--- src/rtl/pc_bkpt_pkg.sv ---
package pc_bkpt_pkg;
  localparam int CTRL_EN_BIT  = 0;
  localparam int CTRL_INV_BIT = 1;
  localparam int CTRL_VLD_LSB = 2;  // valid of reg k at bit 1+k
endpackage

--- src/rtl/pc_bkpt_regs.sv ---
module pc_bkpt_regs
  import pc_bkpt_pkg::*;
#(
  parameter int ADDR_W   = 32,
  parameter int NUM_BKPT = 4,
  parameter int REG_AW   = 3
) (
  input  logic                               clk_i,
  input  logic                               rst_ni,
  input  logic                               wr_en_i,
  input  logic [REG_AW-1:0]                  wr_addr_i,
  input  logic [ADDR_W-1:0]                  wr_data_i,
  output logic [NUM_BKPT-1:0][ADDR_W-1:0]    bkpt_o,
  output logic [ADDR_W-1:0]                  mask_o,
  output logic [NUM_BKPT-1:1]                vld_o,
  output logic                               en_o,
  output logic                               inv_o
);
  localparam int CTRL_W = NUM_BKPT + 1;
  localparam logic [REG_AW-1:0] MASK_ADDR = REG_AW'(NUM_BKPT);
  localparam logic [REG_AW-1:0] CTRL_ADDR = REG_AW'(NUM_BKPT + 1);

  logic [CTRL_W-1:0] ctrl_q;

  for (genvar i = 0; i < NUM_BKPT; i++) begin : g_bkpt
    logic [ADDR_W-1:0] val_q;
    always_ff @(posedge clk_i or negedge rst_ni) begin
      if (!rst_ni) val_q <= '0;
      else if (wr_en_i && wr_addr_i == REG_AW'(i)) val_q <= wr_data_i;
    end
    assign bkpt_o[i] = val_q;
  end

  always_ff @(posedge clk_i or negedge rst_ni) begin
    if (!rst_ni) begin
      mask_o <= '0;
      ctrl_q <= '0;
    end else if (wr_en_i) begin
      if (wr_addr_i == MASK_ADDR) mask_o <= wr_data_i;
      if (wr_addr_i == CTRL_ADDR) ctrl_q <= wr_data_i[CTRL_W-1:0];
    end
  end

  assign en_o  = ctrl_q[CTRL_EN_BIT];
  assign inv_o = ctrl_q[CTRL_INV_BIT];
  assign vld_o = ctrl_q[CTRL_W-1:CTRL_VLD_LSB];
endmodule

--- src/rtl/pc_bkpt_cmp.sv ---
module pc_bkpt_cmp #(
  parameter int ADDR_W   = 32,
  parameter int NUM_BKPT = 4
) (
  input  logic [ADDR_W-1:0]               pc_i,
  input  logic [NUM_BKPT-1:0][ADDR_W-1:0] bkpt_i,
  input  logic [ADDR_W-1:0]               mask_i,
  input  logic [NUM_BKPT-1:1]             vld_i,
  output logic                            in_region_o
);
  logic [NUM_BKPT-1:0] hit;

  for (genvar i = 0; i < NUM_BKPT; i++) begin : g_hit
    if (i == 0) begin : g_masked
      assign hit[i] = ((pc_i ^ bkpt_i[i]) & ~mask_i) == '0;
    end else begin : g_exact
      assign hit[i] = vld_i[i] && (pc_i == bkpt_i[i]);
    end
  end

  assign in_region_o = |hit;
endmodule

--- src/rtl/pc_bkpt_trig.sv ---
module pc_bkpt_trig (
  input  logic clk_i,
  input  logic rst_ni,
  input  logic pc_valid_i,
  input  logic en_i,
  input  logic inv_i,
  input  logic in_region_i,
  output logic trig_o
);
  always_ff @(posedge clk_i or negedge rst_ni) begin
    if (!rst_ni) trig_o <= 1'b0;
    else         trig_o <= pc_valid_i && en_i && (in_region_i ^ inv_i);
  end
endmodule

--- src/rtl/pc_bkpt_unit.sv ---
module pc_bkpt_unit #(
  parameter int ADDR_W   = 32,
  parameter int NUM_BKPT = 4,
  localparam int REG_AW  = $clog2(NUM_BKPT + 2)
) (
  input  logic              clk_i,
  input  logic              rst_ni,
  input  logic [ADDR_W-1:0] pc_i,
  input  logic              pc_valid_i,
  input  logic              wr_en_i,
  input  logic [REG_AW-1:0] wr_addr_i,
  input  logic [ADDR_W-1:0] wr_data_i,
  output logic              trig_o
);
  logic [NUM_BKPT-1:0][ADDR_W-1:0] bkpt_q;
  logic [ADDR_W-1:0]               mask_q;
  logic [NUM_BKPT-1:1]             vld_q;
  logic                            en_q;
  logic                            inv_q;
  logic                            in_region;

  pc_bkpt_regs #(.ADDR_W(ADDR_W), .NUM_BKPT(NUM_BKPT), .REG_AW(REG_AW)) u_regs (
    .clk_i     (clk_i),
    .rst_ni    (rst_ni),
    .wr_en_i   (wr_en_i),
    .wr_addr_i (wr_addr_i),
    .wr_data_i (wr_data_i),
    .bkpt_o    (bkpt_q),
    .mask_o    (mask_q),
    .vld_o     (vld_q),
    .en_o      (en_q),
    .inv_o     (inv_q)
  );

  pc_bkpt_cmp #(.ADDR_W(ADDR_W), .NUM_BKPT(NUM_BKPT)) u_cmp (
    .pc_i        (pc_i),
    .bkpt_i      (bkpt_q),
    .mask_i      (mask_q),
    .vld_i       (vld_q),
    .in_region_o (in_region)
  );

  pc_bkpt_trig u_trig (
    .clk_i       (clk_i),
    .rst_ni      (rst_ni),
    .pc_valid_i  (pc_valid_i),
    .en_i        (en_q),
    .inv_i       (inv_q),
    .in_region_i (in_region),
    .trig_o      (trig_o)
  );
endmodule

--- config.mk ---
export PLATFORM = sky130hd
export DESIGN_NAME = pc_bkpt_unit
export DESIGN_NICKNAME = d
export VERILOG_FILES = /design/src/rtl/pc_bkpt_pkg.sv /design/src/rtl/pc_bkpt_regs.sv /design/src/rtl/pc_bkpt_cmp.sv /design/src/rtl/pc_bkpt_trig.sv /design/src/rtl/pc_bkpt_unit.sv
export SDC_FILE = /design/constraint.sdc
export NUM_CORES = 1
export LEC_CHECK = 0
export ABC_AREA = 1
export BUFFER_PORTS_ARGS = -buffer_cell sky130_fd_sc_hd__buf_4
export CAP_MARGIN = 20
export CORE_ASPECT_RATIO = 0.6
export CORE_UTILIZATION = 50
export DETAILED_ROUTE_END_ITERATION = 6
export GPL_TIMING_DRIVEN = 0
export PLACE_DENSITY = 0.73
export SYNTH_ARGS = -nofsm -noshare
export SYNTH_HDL_FRONTEND = slang
export SYNTH_HIERARCHICAL = 1
export SYNTH_SLANG_ARGS = --single-unit
--- constraint.sdc ---
create_clock -name clk_i -period 1.56 [get_ports clk_i]
set_clock_uncertainty 0.15 [all_clocks]
set_input_delay 0.312 -clock clk_i [delete_from_list [all_inputs] [get_ports clk_i]]
set_output_delay 0.312 -clock clk_i [all_outputs]
set_load 0.02 [all_outputs]
==> impl_metrics.tcl <==
set metrics [dict create \
    clkTransAtPathRegs_ps 70 \
    synth_area_leaders "dfrtp_1 47%, nand2_1 26%, nand3_1 8.3%, inv_1 4.0%, nor2_1 4.0%" \
    dp.cells 1570 \
    cts_inserted_buffers 17 \
    cpMaxStageDelayCell "dfrtp_1" \
    ir_worst_vdd_mv 0.605 \
    routedWlPerCell_um 17.4 \
    firstDrtPassIters 5 \
    yosysWarnings 6 \
    p_comb_frac 0.226 \
    dp_hpwl_mm 20.2 \
    clock_latency_ps 430 \
    synth-edff-count 0 \
    max_cap_violations 0 \
    crit_chain "xnor2_1, nand3_1, nor2_1, nand3_1, nor2_1, nor2_1, nand2_2, nand2_1, nand2_1, nor2_2" \
    grt_max_degree 97 \
    layout.nets 1459 \
    grt_overflow_total 0 \
    num_vias 8711 \
    ys_types 28 \
    start_util 0.513 \
    cts_htree_levels 4 \
    min_period_over_period 1.13 \
    drive_gt1_frac 0.133 \
    clock-sinks 166 \
    root_buffer "clkbuf_16" \
    via_per_inst 5.32 \
    rsz0062_at_grt "true" \
    violations "negative setup slack" \
    arrival_ps 1930 \
    port_buffers 65 \
    cts_tree "done" \
    fp-row-count 37 \
    gp_congestion 1.00 \
    fp.dieArea_um2 18200 \
    totalWireLength_mm 28.4 \
    slew_violations 0 \
    grt_pass1_wl_mm 43.6 \
    crit_top_cell "nor2_1" \
    syn-num-nets 1341 \
    internal_power_mw 8.29 \
    synth_area_leader_cell "dfrtp_1" \
    crit_path_end_kind "register" \
    hold_viol_final 0 \
    cp_num_buf_inv 0 \
    syn_avg_cell_area_um2 6.94 \
    top_level_ports 72 \
    relSlewSlack 0.548 \
    instances_no_fill 1636 \
    p_sw_mw 4.23 \
    pwr-share-seq 0.457 \
    die_x_um 173 \
    drc_errors 0 \
    syn_inst 1270 \
    synthTopCellsByCount "609 x nand2_1, 166 x dfrtp_1, 147 x nand3_1" \
    syn_area_um2 8810 \
    antenna_found_initial 0 \
    synth-seq-area-share 0.471 \
    status "finished, violations left" \
    async_reset_ff_frac 1.00 \
    fmax_mhz 567 \
    setup_ws_ps -204 \
    total_power_mw 12.5 \
    syn_to_final_growth_pct 20.0 \
    period_minus_slack_ps 1760 \
    synth_ff_type "dfrtp_1" \
    crit_type "register to register" \
    cp_top_family "simple AND/OR/NAND/NOR gates" \
    synthMostInstantiatedCell "nand2_1" \
    clk_path_buf_depth 2 \
    hold_class "input port to register" \
    synth_seq_cells 166 \
    switching_share 0.338 \
    dr.first_iter.drc_count 945 \
    cp_data_required_time_ps 1730 \
    p_clk_frac 0.317 \
    yosysTopAreaCellShare 0.471 \
    core_area_um2 17200 \
    p_per_area_nw_per_um2 1180 \
    ant_nets 0 \
    grt_pass1_vias 7821 \
    die-height_um 105 \
    setup_viol 1 \
    leakagePower_nw 5.81 \
    cp_max_fo 2 \
    slowest_delay_ps 390 \
    tightest_slew_ps 678 \
    track_usage 0.320 \
    cp-start-kind "register" \
]
==> logic make-up (layout without fill, tap and decap cells) <==
logic type / Yosys count / in the layout / share of synthesized area
DFF: 166 / 166 / 0.471
AOI/OAI and AO/OA: 29 / 29 / 0.0173
xor gates and xnor gates: 31 / 31 / 0.0308
buffers and inverters: 169 / 300 / 0.0789
other: 0 / 1 / 0
and+or+nand+nor: 875 / 875 / 0.402
==> power groups by stage <==
stage / logic (mW) / clock network (mW) / registers (mW)
final: 2.83 / 3.97 / 5.72
after global routing: 3.16 / 4.16 / 5.83
after CTS: 2.74 / 3.98 / 5.70
after detailed placement: 2.61 / 0 / 5.77
after floorplan: 1.71 / 0 / 5.61
after global placement: 2.53 / 0 / 5.74
==> cell type report <==
cell class                 count  area (µm²)
antenna                        1        2.50
buffer                        50         249
clock buffer                  19         443
clock inverter                13        96.3
fill                        1597        6590
inverter                     119         447
multi-input combinational    935        4050
sequential                   166        4150
tap                          234         293
timing repair buffer          99         851
==> per-stage QoR <==
stage                     setup slack, ps  instance area, µm²  hold WS [ps]  setup TNS, ps   util
after floorplan                      77.4                8810          -134              0      -
after global placement               -973                9600           304        -172770  0.559
after detailed placement             -416                9630           166         -18320  0.561
after CTS                            -164               10500          4.76           -164  0.613
after global routing                 -329               10600          16.3           -329  0.616
final                                -204               10600          16.0           -204  0.616
==> registers in the layout, indices dropped and copies added (netlist names) <==
signal               cells
u_trig/trig_o            1
u_regs/mask_o           32
u_regs/g_bkpt.val_q    128
u_regs/ctrl_q            5
==> final timing paths <==
check / startpoint / cells past startpoint / endpoint / slack (ps)
worst min register to register: u_regs/mask_o[12]$_DFFE_PN0P_ / 2 / u_regs/mask_o[12]$_DFFE_PN0P_ / 320
max in group asynchronous: rst_ni / 3 / u_regs/g_bkpt[0].val_q[2]$_DFFE_PN0P_ / 190
worst max register to register: u_regs/g_bkpt[1].val_q[6]$_DFFE_PN0P_ / 10 / u_trig/trig_o$_DFF_PN0_ / -200
min in group asynchronous: rst_ni / 2 / u_regs/g_bkpt[0].val_q[22]$_DFFE_PN0P_ / 250
worst min-delay path: wr_data_i[0] / 3 / u_regs/ctrl_q[0]$_DFFE_PN0P_ / 20
worst max-delay path: u_regs/g_bkpt[1].val_q[6]$_DFFE_PN0P_ / 10 / u_trig/trig_o$_DFF_PN0_ / -200
==> layout by cell type, fill, tap and decap left out, drive strengths merged, types with 5 or more instances in the layout <==
cell and count:
clkinvlp 5, clkbuf 31, inv 122, xor2 11, o21ai 20, xnor2 20, nand2 609, nand3 148
buf 107, or2 7, nor2 101, dlygate4sd3 30, a21oi 6, clkinv 5, dfrtp 166
==> layer usage <==
metal  track usage  up-vias  share of wire
met5             0        -              0
met1         0.474     4127           0.46
met4        0.0676        0          0.010
met2         0.446      438           0.41
li1              -     4121              -
met3         0.114       25           0.12
==> repair_timing <==
item,4_1_cts,5_1_grt
cloned,0,0
pin swaps,9,3
hold endpoints to repair,102,0
buffers inserted,2,1
endpoints found under the setup margin,1,81
gates resized for setup,13,9
hold buffers,30,0
==> tightest hold or removal path: stages <==
cell,delay [ps]
buf_4,130
nand2_1,60
nand2_1,50
(Power assumes the default switching activity.)
